## config.mk

```make
export PLATFORM = sky130hd
export DESIGN_NAME = ptp_tod_timer
export DESIGN_NICKNAME = d
export VERILOG_FILES = /design/src/rtl/ptp_pkg.sv /design/src/rtl/ptp_rate_accum.sv /design/src/rtl/ptp_out_div.sv /design/src/rtl/ptp_interval_pulse.sv /design/src/rtl/ptp_tod_timer.sv
export SDC_FILE = /design/constraint.sdc
export NUM_CORES = 1
export LEC_CHECK = 0
export ABC_CLOCK_PERIOD_IN_PS = 12100
export BUFFER_PORTS_ARGS = -buffer_cell sky130_fd_sc_hd__buf_2
export CAP_MARGIN = 25
export CORE_MARGIN = 2
export CORE_UTILIZATION = 35
export DETAILED_ROUTE_END_ITERATION = 12
export MAX_ROUTING_LAYER = met4
export PLACE_DENSITY_LB_ADDON = 0.08
export SLEW_MARGIN = 30
export SYNTH_ARGS = -nofsm -noshare
export SYNTH_HDL_FRONTEND = slang
export SYNTH_SLANG_ARGS = --single-unit
```

## constraint.sdc

```tcl
create_clock -name clk -period 12.1 [get_ports clk]
set_clock_uncertainty 0.05 [all_clocks]
set_input_delay 0.605 -clock clk [delete_from_list [all_inputs] [get_ports clk]]
set_output_delay 0.605 -clock clk [all_outputs]
set_load 0.05 [all_outputs]
```

## src/rtl/ptp_pkg.sv

```systemverilog
// Shared constants for the nanosecond timer: register widths and the
// write-port address map. Assumes a 4-bit address space.
package ptp_pkg;
    localparam int REG_W  = 32;
    localparam int ADDR_W = 4;

    typedef enum logic [ADDR_W-1:0] {
        ADR_ADDEND = 4'd0,
        ADR_STEP   = 4'd1,
        ADR_PRSC   = 4'd2,
        ADR_PER0   = 4'd4
    } reg_addr_e;
endpackage

```

## src/rtl/ptp_rate_accum.sv

```systemverilog
// Rate accumulator: adds the addend to a W-bit phase register on every
// clock and reports the carry out as the nominal tick for that cycle.
// Assumes the addend is held stable by the caller between writes.
module ptp_rate_accum #(
    parameter int W = 32
) (
    input  logic         clk,
    input  logic         rst_n,
    input  logic [W-1:0] addend,
    output logic         carry
);
    logic [W-1:0] acc_q;
    logic [W:0]   sum;

    // Full-width sum; the top bit is the tick.
    always_comb begin
        sum   = {1'b0, acc_q} + {1'b0, addend};
        carry = sum[W];
    end

    // Phase register keeps the residue across every add.
    always_ff @(posedge clk) begin
        if (!rst_n) acc_q <= '0;
        else        acc_q <= sum[W-1:0];
    end

    // a carry wraps the phase below its old value; no carry never lowers it.
    a_r2_carry_wrap: assert property (@(posedge clk) disable iff (!rst_n)
        carry |=> (acc_q < $past(acc_q)));
    a_r2_no_carry_rise: assert property (@(posedge clk) disable iff (!rst_n)
        !carry |=> (acc_q >= $past(acc_q)));
endmodule

```

## src/rtl/ptp_out_div.sv

```systemverilog
// Prescaler: counts ticks modulo the effective divide value and drives
// the prescaled clock high during the first half of each count cycle.
// Assumes prsc_eff is never zero (the top maps 0 to 1).
module ptp_out_div #(
    parameter int CW = 16
) (
    input  logic          clk,
    input  logic          rst_n,
    input  logic          tick,
    input  logic [CW-1:0] prsc_eff,
    output logic          clk_out
);
    logic [CW-1:0] div_q;

    // Modulo counter advanced only by ticks.
    always_ff @(posedge clk) begin
        if (!rst_n)   div_q <= '0;
        else if (tick) div_q <= (div_q >= prsc_eff - CW'(1)) ? '0 : div_q + CW'(1);
    end

    // Output is high while twice the count is below the divide value.
    always_comb clk_out = ({div_q, 1'b0} < {1'b0, prsc_eff});

    // after a tick the count lies inside the divide range.
    a_r6_in_range: assert property (@(posedge clk) disable iff (!rst_n)
        tick |=> (div_q < $past(prsc_eff)));
    // without a tick the count holds.
    a_r4_div_hold: assert property (@(posedge clk) disable iff (!rst_n)
        !tick |=> $stable(div_q));
endmodule

```

## src/rtl/ptp_interval_pulse.sv

```systemverilog
// Interval pulse generator: counts down by the tick step on each tick.
// When the next step would go below zero, it reloads from the period
// register and holds its pulse high for `width` ticks.
// Assumes the step is nonzero when pulses are wanted.
module ptp_interval_pulse #(
    parameter int PW = 32,
    parameter int TW = 16,
    parameter int CW = 16
) (
    input  logic          clk,
    input  logic          rst_n,
    input  logic          tick,
    input  logic [TW-1:0] step,
    input  logic [PW-1:0] period,
    input  logic [CW-1:0] width,
    output logic          pulse
);
    logic [PW-1:0] cnt_q;
    logic [CW-1:0] wid_q;
    logic [PW-1:0] step_x;
    logic          fire;

    // Fire when a step would cross zero on this tick.
    always_comb begin
        step_x = {{(PW-TW){1'b0}}, step};
        fire   = tick && (cnt_q < step_x);
        pulse  = (wid_q != '0);
    end

    // Countdown with reload taken from the period register at fire time.
    always_ff @(posedge clk) begin
        if (!rst_n)    cnt_q <= '0;
        else if (fire) cnt_q <= period;
        else if (tick) cnt_q <= cnt_q - step_x;
    end

    // Pulse width counter measured in ticks.
    always_ff @(posedge clk) begin
        if (!rst_n)                     wid_q <= '0;
        else if (fire)                  wid_q <= width;
        else if (tick && wid_q != '0)   wid_q <= wid_q - CW'(1);
    end

    // a fire loads the period value in force at that edge.
    a_r7_reload: assert property (@(posedge clk) disable iff (!rst_n)
        fire |=> (cnt_q == $past(period)));
    // the pulse only rises after a fire.
    a_r8_rise_after_fire: assert property (@(posedge clk) disable iff (!rst_n)
        $rose(pulse) |-> $past(fire));
    // the pulse cannot end without a tick.
    a_r8_hold_no_tick: assert property (@(posedge clk) disable iff (!rst_n)
        (pulse && !tick) |=> pulse);
endmodule

```

## src/rtl/ptp_tod_timer.sv

```systemverilog
// Top level: configuration registers, 64-bit nanosecond time count,
// prescaler and NUM_PULSE interval pulse generators. All of them share the
// tick produced by the rate accumulator. The read port is combinational.
// Assumes 2 <= NUM_PULSE <= 12 so the period registers fit the address space.
module ptp_tod_timer
    import ptp_pkg::*;
#(
    parameter int NUM_PULSE = 3,
    parameter int TIME_W    = 64,
    parameter int STEP_W    = 16,
    parameter int PRSC_W    = 16
) (
    input  logic                 clk,
    input  logic                 rst_n,
    input  logic                 wr_en,
    input  logic [ADDR_W-1:0]    wr_addr,
    input  logic [REG_W-1:0]     wr_data,
    input  logic                 rd_hi,
    output logic [REG_W-1:0]     rd_data,
    output logic                 clk_out,
    output logic [NUM_PULSE-1:0] pulse_o
);
    localparam logic [ADDR_W-1:0] PER_BASE = ADR_PER0;

    logic [REG_W-1:0]  addend_q;
    logic [STEP_W-1:0] step_q;
    logic [PRSC_W-1:0] prsc_q;
    logic [PRSC_W-1:0] prsc_eff;
    logic [REG_W-1:0]  per_q [NUM_PULSE];
    logic [TIME_W-1:0] time_q;
    logic              tick;

    // Scalar configuration registers, cleared by reset.
    always_ff @(posedge clk) begin
        if (!rst_n) begin
            addend_q <= '0;
            step_q   <= '0;
            prsc_q   <= '0;
        end else if (wr_en) begin
            if (wr_addr == ADR_ADDEND) addend_q <= wr_data;
            if (wr_addr == ADR_STEP)   step_q   <= wr_data[STEP_W-1:0];
            if (wr_addr == ADR_PRSC)   prsc_q   <= wr_data[PRSC_W-1:0];
        end
    end

    // A prescale value of zero behaves as one.
    always_comb prsc_eff = (prsc_q == '0) ? PRSC_W'(1) : prsc_q;

    ptp_rate_accum #(.W(REG_W)) u_accum (
        .clk    (clk),
        .rst_n  (rst_n),
        .addend (addend_q),
        .carry  (tick)
    );

    // Time of day advances by the step on each tick only.
    always_ff @(posedge clk) begin
        if (!rst_n)    time_q <= '0;
        else if (tick) time_q <= time_q + {{(TIME_W-STEP_W){1'b0}}, step_q};
    end

    ptp_out_div #(.CW(PRSC_W)) u_div (
        .clk      (clk),
        .rst_n    (rst_n),
        .tick     (tick),
        .prsc_eff (prsc_eff),
        .clk_out  (clk_out)
    );

    for (genvar g = 0; g < NUM_PULSE; g++) begin : g_pulse
        localparam logic [ADDR_W-1:0] MY_ADR = PER_BASE + ADDR_W'(g);

        // Period register for this generator.
        always_ff @(posedge clk) begin
            if (!rst_n)                         per_q[g] <= '0;
            else if (wr_en && wr_addr == MY_ADR) per_q[g] <= wr_data;
        end

        ptp_interval_pulse #(.PW(REG_W), .TW(STEP_W), .CW(PRSC_W)) u_gen (
            .clk    (clk),
            .rst_n  (rst_n),
            .tick   (tick),
            .step   (step_q),
            .period (per_q[g]),
            .width  (prsc_eff),
            .pulse  (pulse_o[g])
        );
    end

    // Word select on the time count.
    always_comb rd_data = rd_hi ? time_q[63:32] : time_q[31:0];

    // the time holds on a cycle without a tick.
    a_r4_time_hold: assert property (@(posedge clk) disable iff (!rst_n)
        !tick |=> $stable(time_q));
    // the time never goes back on a tick.
    a_r5_time_forward: assert property (@(posedge clk) disable iff (!rst_n)
        (tick && time_q[63:62] != 2'b11) |=> (time_q >= $past(time_q)));
endmodule

```

After elaboration in Yosys (flattened, before gate mapping)
Memory sizes are Yosys's and may differ from the RTL's.
Index checks and enable logic that the tools add are counted.
{"block": "op_classes", "addsub": 10, "order_cmp": 5, "n_eq_ne": 5, "muxes": 28, "bitwise": 3, "reduce_logical": 23}
{"op": "$mux 32", "n": 10}
{"op": "$mux 16", "n": 8}
{"op": "$lt 32x16->1", "n": 3}
{"op": "$sub 32x16->32", "n": 3}
{"op": "$add 64x16->64", "n": 1}
{"op": "$sub 16x1->16 const B", "n": 4}
{"op": "$reduce_bool 16->1", "n": 3}
{"op": "$add 32x32->33", "n": 1}
{"op": "$lt 17x16->1", "n": 1}
{"op": "$add 16x1->16 const B", "n": 1}
{"op": "$ge 16x16->1", "n": 1}
{"op": "$logic_not 16->1", "n": 1}
{"op": "$eq 4x3->1 const B", "n": 3}
{"op": "$reduce_bool 2->1", "n": 6}
{"op": "$mux 1", "n": 10}
{"op": "$logic_and 1x1->1", "n": 9}
{"op": "$reduce_and 2->1", "n": 3}
{"op": "$eq 4x1->1 const B", "n": 1}
{"op": "$eq 4x2->1 const B", "n": 1}
{"op": "$logic_not 4->1", "n": 1}
{"op": "$or 1x1->1", "n": 3}
{"block": "totals", "wordCells": 87, "n_memories": 1, "ram_bits": 96, "register_bits": 320, "in_bits": 40}
{"memory": "per_q", "words": 3, "width": 32, "read_ports": 3, "rd_ports_with_merged_regs": 0, "wr": 3, "line_no": "ptp_tod_timer.sv:29", "rtl": "logic [REG_W-1:0] per_q [NUM_PULSE];"}

Depth between registers and ports, before layout
Gate-level depths: netlist of the first run.
{"block": "depth", "depth_word": 6, "ltp_mapped": 18}

By module
From an unflattened synthesis of the first run, not the netlist that was laid out.
{"block": "hier_totals", "hier_cells": 2964, "hier_area_um2": 25110.3}
{"module": "ptp_tod_timer", "n_inst": 1, "cells_each": 1068, "area_per_inst_um2": 10347.4}
{"module": "ptp_interval_pulse (g_pulse[1].u_gen ...)", "n_inst": 2, "cells_each": 456, "area_per_inst_um2": 3437.0}
{"module": "ptp_interval_pulse (g_pulse[0].u_gen)", "n_inst": 1, "cells_each": 462, "area_per_inst_um2": 3554.7}
{"module": "ptp_rate_accum", "n_inst": 1, "cells_each": 320, "area_per_inst_um2": 2703.8}
{"module": "ptp_out_div", "n_inst": 1, "cells_each": 202, "area_per_inst_um2": 1630.3}

Worst setup path before layout of the first run
OpenSTA, ideal clock, no wires.
{"block": "synth_path", "path_type": "input port to flip-flop", "startpoint": "input wr_addr[3]", "endpoint": "memory per_q[0][0], enable pin", "n_path_buf": 0, "setup_ns": 0.466, "path_stages": 4, "path_slack_ns": 8.127, "arrival_time_ns": 3.457, "cell_sequence": "nand2b_1 -> nor3b_1 -> inv_1 -> o21ai_0"}
{"element": "from (decl)", "line_no": "ptp_tod_timer.sv:16", "rtl": "input logic [ADDR_W-1:0] wr_addr,"}
{"element": "to (decl)", "line_no": "ptp_tod_timer.sv:29"}

Final worst setup path of the first run
{"block": "layout_path", "startpoint": "register addend_q[0]", "endpoint": "register g_pulse[0].u_gen.wid_q[9]"}
{"block": "layout_via", "elab_chain_cells": 3}
{"element": "from (decl)", "line_no": "ptp_tod_timer.sv:25", "rtl": "logic [REG_W-1:0] addend_q;"}
{"element": "from (signal assigned)", "line_no": "ptp_tod_timer.sv:40", "rtl": "if (wr_addr == ADR_ADDEND) addend_q <= wr_data;"}
{"element": "$add 32x32->33 (*)", "line_no": "ptp_rate_accum.sv:17", "rtl": "sum = {1'b0, acc_q} + {1'b0, addend};"}
{"element": "$logic_and 1x1->1, on equally long branches", "line_no": "ptp_interval_pulse.sv:26, ptp_interval_pulse.sv:41"}
{"element": "$mux 16 or $reduce_bool 2->1 (tied branches)"}
{"element": "to (signal assigned)", "line_no": "ptp_interval_pulse.sv:40", "rtl": "else if (fire) wid_q <= width;"}
{"element": "to (signal assigned)", "line_no": "ptp_interval_pulse.sv:41", "rtl": "else if (tick && wid_q != '0) wid_q <= wid_q - CW'(1);"}
{"element": "to (decl)", "line_no": "ptp_interval_pulse.sv:19", "rtl": "logic [CW-1:0] wid_q;"}
Mark *: on every way between the ends. The rest lies on a longest branch, timed or not.
A chain may end at the register's enable or synchronous reset.

==> results.cfg, run 1 <==
[status]
status = complete, no violations

[floorplanning]
core_um2 = 70390
die_y_um = 271.2
io_pins = 76
die_w_um = 271.2
rows = 97
start_util_pct = 35.50
die_area_um2 = 73540

[routing]
firstDrtPassIters = 5
wl_per_cell_um = 21.67
vias = 22830
postRouteAntennaNets = 0
drc = 0
drt_iter0_markers = 1913
viasPerCell = 5.736
wl_um = 86240

[global_route]
grt_usage_pct = 23.64
grt-ovfl-total = 0
antenna_found_initial = 10
grt_pass1_vias = 21940
grt_max_degree = 130
grt_pass1_wl_um = 131900

[logic_synthesis]
synth_area_um2 = 24990
syn_area_per_cell_um2 = 8.287
synth_top_family_by_area = simple AND/OR/NAND/NOR gates
yosysTopAreaCellShare_pct = 25.64
synth_xor_area_share_pct = 3.015
synth_edf_count = 96
seq_area_frac_synth_pct = 37.18
synth_top_cell_by_area = dfxtp_1
synthMuxAreaShare_pct = 2.068
synth_cells = 3015
yosysMostFrequentCell = nand2_1
synth_nets = 3192
synthSimpleGateAreaFrac_pct = 23.26
synth_cell_types = 86
synth_compound_area_share_pct = 22.97
synth_ff_type = dfxtp_1
synthArstFlopShare_pct = 0
synth-seq-cells = 416
synthTopCellsByArea = dfxtp_1 (26%), edfxtp_1 (12%), ha_1 (6.6%)
synthAdderAreaFrac_pct = 7.011
ys_top_cells_by_count = nand2_1 (376), dfxtp_1 (320), a21oi_1 (302)
yosys_warnings = 0

[clocking]
ctsResizeCount = 0
clock_latency_ns = 0.63
post_cts_buffers = 0
cts-root-buf = clkbuf_16
ctsHoldBuffers = 0
cts_tree = done
clockBufferDepth = 3
cts_buffers = 52
htreeDepth = 2
path_clk_slew_ns = 0.06
cts_num_sinks = 416

[min_path]
hp-class = input port to flip-flop
hp-start = wr_data[19]
min_to = addend_q[19]$_SDFFE_PN0P_
min_path_cells = 3

[setup_path]
r2r-start = addend_q[0]$_SDFFE_PN0P_
required_ns = 12.55
cp-end-kind = flip-flop
r2r_setup_slack_ns = 7.61
startpoint_type = flip-flop
worstReg2RegEnd = g_pulse[0].u_gen.wid_q[9]$_SDFFE_PN0P_
worstRegToRegCells = 11
crit_type = flip-flop to flip-flop
cp.arrival_ns = 4.94
critPathMaxFanout = 129

[finish]
area_growth_pct = 11.03
fin_nets = 3169
n_fill_cell = 7198
drive_above_1_share_pct = 8.762

[timing]
finalSetupTns_ns = 0
final_max_slew_viol_count = 0
fmax_mhz = 222.9
hold_violations = 0
period_minus_slack_ns = 4.487
rsz0062_at_grt = no
hold-worst-slack_ns = 0.2219
tightestPinTransition_ns = 0.9525
fin_crit_sh_pct = 37.08
slew_headroom_pct = 36.35
finalSetupViolCount = 0

[pwr]
power_density_nw_per_um2 = 119.2
peakVddDrop_uv = 92.97
power.leakage_uw = 0.01061

[placed_design]
portBuffers = 75
routabilityCongestion = 0.9317
hpwl_um = 59680

[job]
cap_violations = 0
power breakdown:
group	total (µW)	internal, µW	switching [µW]	leakage, µW
clock network	1520	871	647	0.000806
registers	1460	1440	11.2	0.00350
logic	333	96.7	237	0.00630
routing by layer:
metal / track usage [%] / wire [µm] / share of wire, % / vias up
met5: - / 0 / 0 / -
met4: 7.490 / 2641 / 3.1 / 0
met3: 2.981 / 4478 / 5.2 / 142
met2: 37.24 / 39070 / 45 / 602
met1: 31.55 / 40050 / 46 / 11050
li1: - / - / - / 11030
cells by family after synthesis:
group                    after synthesis
adder cells (fa/ha/maj)              137
XOR/XNOR                              86
flip-flops                           416
buffers and inverters                271
AO/OA/AOI/OAI                        897
multiplexers                          48
AND/OR/NAND/NOR                     1160
worst max-delay path, stage by stage (launching register included):
cell	delay (ns)
dfxtp_1	0.33
ha_1	0.20
inv_1	0.07
fa_1	0.40
nand2b_1	0.18
a21oi_1	0.28
o2111ai_1	0.30
nand3_1	0.28
a211o_4	0.57
buf_12	0.49
nand2_1	0.70
o21ai_0	0.39
sequential cells by signal, indices dropped and copies added (netlist names):
register / cells
addend_q: 32
g_pulse.u_gen.cnt_q: 96
g_pulse.u_gen.wid_q: 48
per_q: 96
prsc_q: 16
step_q: 16
time_q: 64
u_accum.acc_q: 32
u_div.div_q: 16
how the worst max path moves through the flow:
stage                                         start                                      to  slack (ns)  depth (start not counted)
after floorplan                          wr_addr[3]               per_q[0][0]$_SDFFCE_PN0P_        8.13                          4
after global routing      addend_q[27]$_SDFFE_PN0P_  g_pulse[0].u_gen.wid_q[9]$_SDFFE_PN0P_        7.18                          9
after detailed placement   addend_q[0]$_SDFFE_PN0P_  g_pulse[0].u_gen.wid_q[9]$_SDFFE_PN0P_        7.56                         11
after global placement       prsc_q[6]$_SDFFE_PN0P_            u_div.div_q[15]$_SDFFE_PN0P_        7.45                         16
final                      addend_q[0]$_SDFFE_PN0P_  g_pulse[0].u_gen.wid_q[9]$_SDFFE_PN0P_        7.61                         11
after CTS                  addend_q[0]$_SDFFE_PN0P_  g_pulse[0].u_gen.wid_q[9]$_SDFFE_PN0P_        7.52                         11
final cells by class:
| cell class | count | area (µm²) | area share, % |
|---|---|---|---|
| multi-input cells | 2328 | 14680 | 52.90 |
| flip-flops and latches | 416 | 9289 | 33.48 |
| clock buffers | 75 | 1438 | 5.182 |
| well taps | 940 | 1176 | 4.240 |
| repair buffers | 100 | 589.3 | 2.124 |
| inverters | 94 | 357.8 | 1.290 |
| clock inverters | 23 | 206.4 | 0.7442 |
| diodes | 4 | 10.01 | 0.03608 |
layout by cell type (no fill, tap or decap), types with 21 or more instances in the layout:
master / count
a211oi_1: 40
a21o_1: 64
a21oi_1: 302
a311oi_1: 24
a31oi_1: 33
and2_1: 119
and3_1: 27
buf_2: 76
buf_4: 21
clkbuf_16: 52
dfxtp_1: 320
edfxtp_1: 96
ha_1: 132
inv_1: 92
mux2_2: 29
nand2_1: 376
nand2b_1: 30
nand3_1: 88
nand4_1: 38
nor2_1: 188
nor3_1: 90
nor4_1: 34
o211ai_1: 26
o21a_1: 40
o21ai_0: 169
o31ai_1: 37
or3_1: 49
or4_1: 39
xnor2_1: 44
xor2_1: 42
per-stage QoR:
step	cell area [µm²]	power, µW	instances	utilization, %	worst slack, ns
after floorplan	24990	1695	3015	-	8.127
final	27740	3307	3980	39.41	7.613
after global placement	26050	1816	3876	37.01	7.455
after detailed placement	26070	1816	3878	37.04	7.558
after CTS	27720	3353	3976	39.37	7.520
after global routing	27740	3442	3980	39.41	7.184
Power figures use the tool's default switching activity.
==> run 2: changes to the inputs <==
ABC_CLOCK_PERIOD_IN_PS = 3600   (was 12100)
clock period = 3.6 ns   (was 12.1 ns; I/O delays follow)
==> results.cfg, run 2 (same netlist as run 1, synthesis figures left out) <==
[global_route]
grt_pass1_vias = 22430
grt-ovfl-total = 0
grt_util_met2_pct = 38.05
antenna_found_initial = 15
met3_usage_pct = 2.512
grt_max_degree = 115
grt_usage_pct = 23.74
grt_most_used_layer = met2
grt_pass1_wl_um = 133100
grt.met1_usage_pct = 31.33

[placed_design]
hpwl_um = 61160
dp_slack_ns = -0.05288
routabilityCongestion = 0.9269
dpl_cell_area_um2 = 26970
dp.cells = 3976
portBuffers = 75

[status]
status = complete, no violations

[timing]
fmax_mhz = 292.3
period_minus_slack_ns = 3.421
hold_violations = 0
finalSetupViolCount = 0
final_max_slew_viol_count = 0
fin_crit_sh_pct = 95.03
slew_headroom_pct = 44.18
setup_ws_ns = 0.1788
tightestPinTransition_ns = 0.8310
rsz0062_at_grt = no

[clocking]
path_clk_slew_ns = 0.06
cts_tree = done
cts-root-buf = clkbuf_16
clockBufferDepth = 3
cts_num_sinks = 416
cts_buffers = 51
clock_latency_ns = 0.62
htreeDepth = 2

[floorplanning]
start_util_pct = 35.50
rows = 97
die_w_um = 271.2
io_pins = 76
core_um2 = 70390
die_area_um2 = 73540
die_y_um = 271.2

[routing]
drt_iter0_markers = 1563
viasPerCell = 5.632
wl_per_cell_um = 21.15
vias = 23150
firstDrtPassIters = 6
wl_um = 86920
postRouteAntennaNets = 0
drc = 0

[finish]
fin_nets = 3302
final_common_cell = nand2_1
final_cell_mix = nand2_1 (376), dfxtp_1 (320), a21oi_1 (299)
instances_no_fill = 4110
seqCellArea_um2 = 9289
area_growth_pct = 16.05
top_regs = g_pulse.u_gen.cnt_q (96), per_q (96), time_q (64)
multi_input_area_um2 = 14710
n_fill_cell = 7141
final_area_um2 = 29000
drive_above_1_share_pct = 11.72

[pwr]
peakVddDrop_uv = 306.2
power_density_nw_per_um2 = 387.8
finalPower_uw = 11250
power.leakage_uw = 0.01128

[setup_path]
cp-end-kind = flip-flop
cp.arrival_ns = 3.90
r2r_setup_slack_ns = 0.18
critPathMaxFanout = 16
crit_type = flip-flop to flip-flop
startpoint_type = flip-flop
required_ns = 4.08

[min_path]
hp-class = input port to flip-flop

[job]
cap_violations = 0
-- run 2: changes by cell type in the layout (fill, tap and decap cells not counted), moves of 2 or more --
cell	delta
buf_4	+89
dlygate4sd3_1	+35
buf_12	+13
clkbuf_8	-4
clkinv_1	-4
a21oi_1	-3
a21oi_2	+3
clkinv_2	+3
buf_2	-2
bufinv_16	+2
-- run 2: layer usage --
metal,vias to the layer above,routed length (µm)
met5,-,0
met4,0,2728
met3,149,4122
met2,656,40040
met1,11060,40030
li1,11280,-
-- run 2: worst paths after layout --
path                                          startpoint                                      to  cells after the start
setup reg to reg                  prsc_q[6]$_SDFFE_PN0P_            u_div.div_q[15]$_SDFFE_PN0P_                     17
hold / removal                                     rst_n  g_pulse[0].u_gen.cnt_q[0]$_SDFFE_PN0P_                      3
hold reg to reg   g_pulse[0].u_gen.cnt_q[0]$_SDFFE_PN0P_  g_pulse[0].u_gen.cnt_q[0]$_SDFFE_PN0P_                      2
setup / recovery                  prsc_q[6]$_SDFFE_PN0P_            u_div.div_q[15]$_SDFFE_PN0P_                     17
-- run 2: report_power, final --
group / internal (µW) / total [µW] / switching (µW)
registers: 4850 / 4890 / 35.6
logic: 434 / 1230 / 800
clock network: 2960 / 5120 / 2160
-- run 2: repair_timing --
action                     CTS  global route
hold buffers                35             0
hold endpoints to repair   103             0
setup buffers                0             1
cloned                       0             0
setup endpoints to repair   16            44
gates resized for setup      1             7
pin swaps                    0             1
-- run 2: final cells by class --
cell class / count / area share [%]
multi-input cells: 2328 / 50.71
flip-flops and latches: 416 / 32.03
repair buffers: 234 / 6.369
clock buffers: 70 / 4.755
well taps: 940 / 4.056
inverters: 94 / 1.234
clock inverters: 24 / 0.8026
diodes: 4 / 0.03452
-- run 2: stage by stage --
step                      setup TNS [ns]  utilization (%)  hold slack [ns]
final                                  0            41.19          0.08125
after global routing                   0            41.19           0.1018
after CTS                              0            41.11          0.05473
after detailed placement         -0.6701            38.31           0.3954
after global placement                 0            38.31           0.3961
after floorplan                        0                -           0.2660
-- run 2: critical path: stages, from the launching register on --
cell,delay [ns]
dfxtp_1,0.31
or4_4,0.55
nor4_4,0.18
buf_4,0.17
nand4_1,0.12
nand3_1,0.14
nor4_1,0.07
xnor2_1,0.14
ha_1,0.32
a21o_1,0.19
a21o_1,0.17
a21oi_1,0.14
o211a_1,0.17
o21bai_1,0.10
a21oi_2,0.17
o21ai_4,0.08
buf_12,0.18
nor2_1,0.10
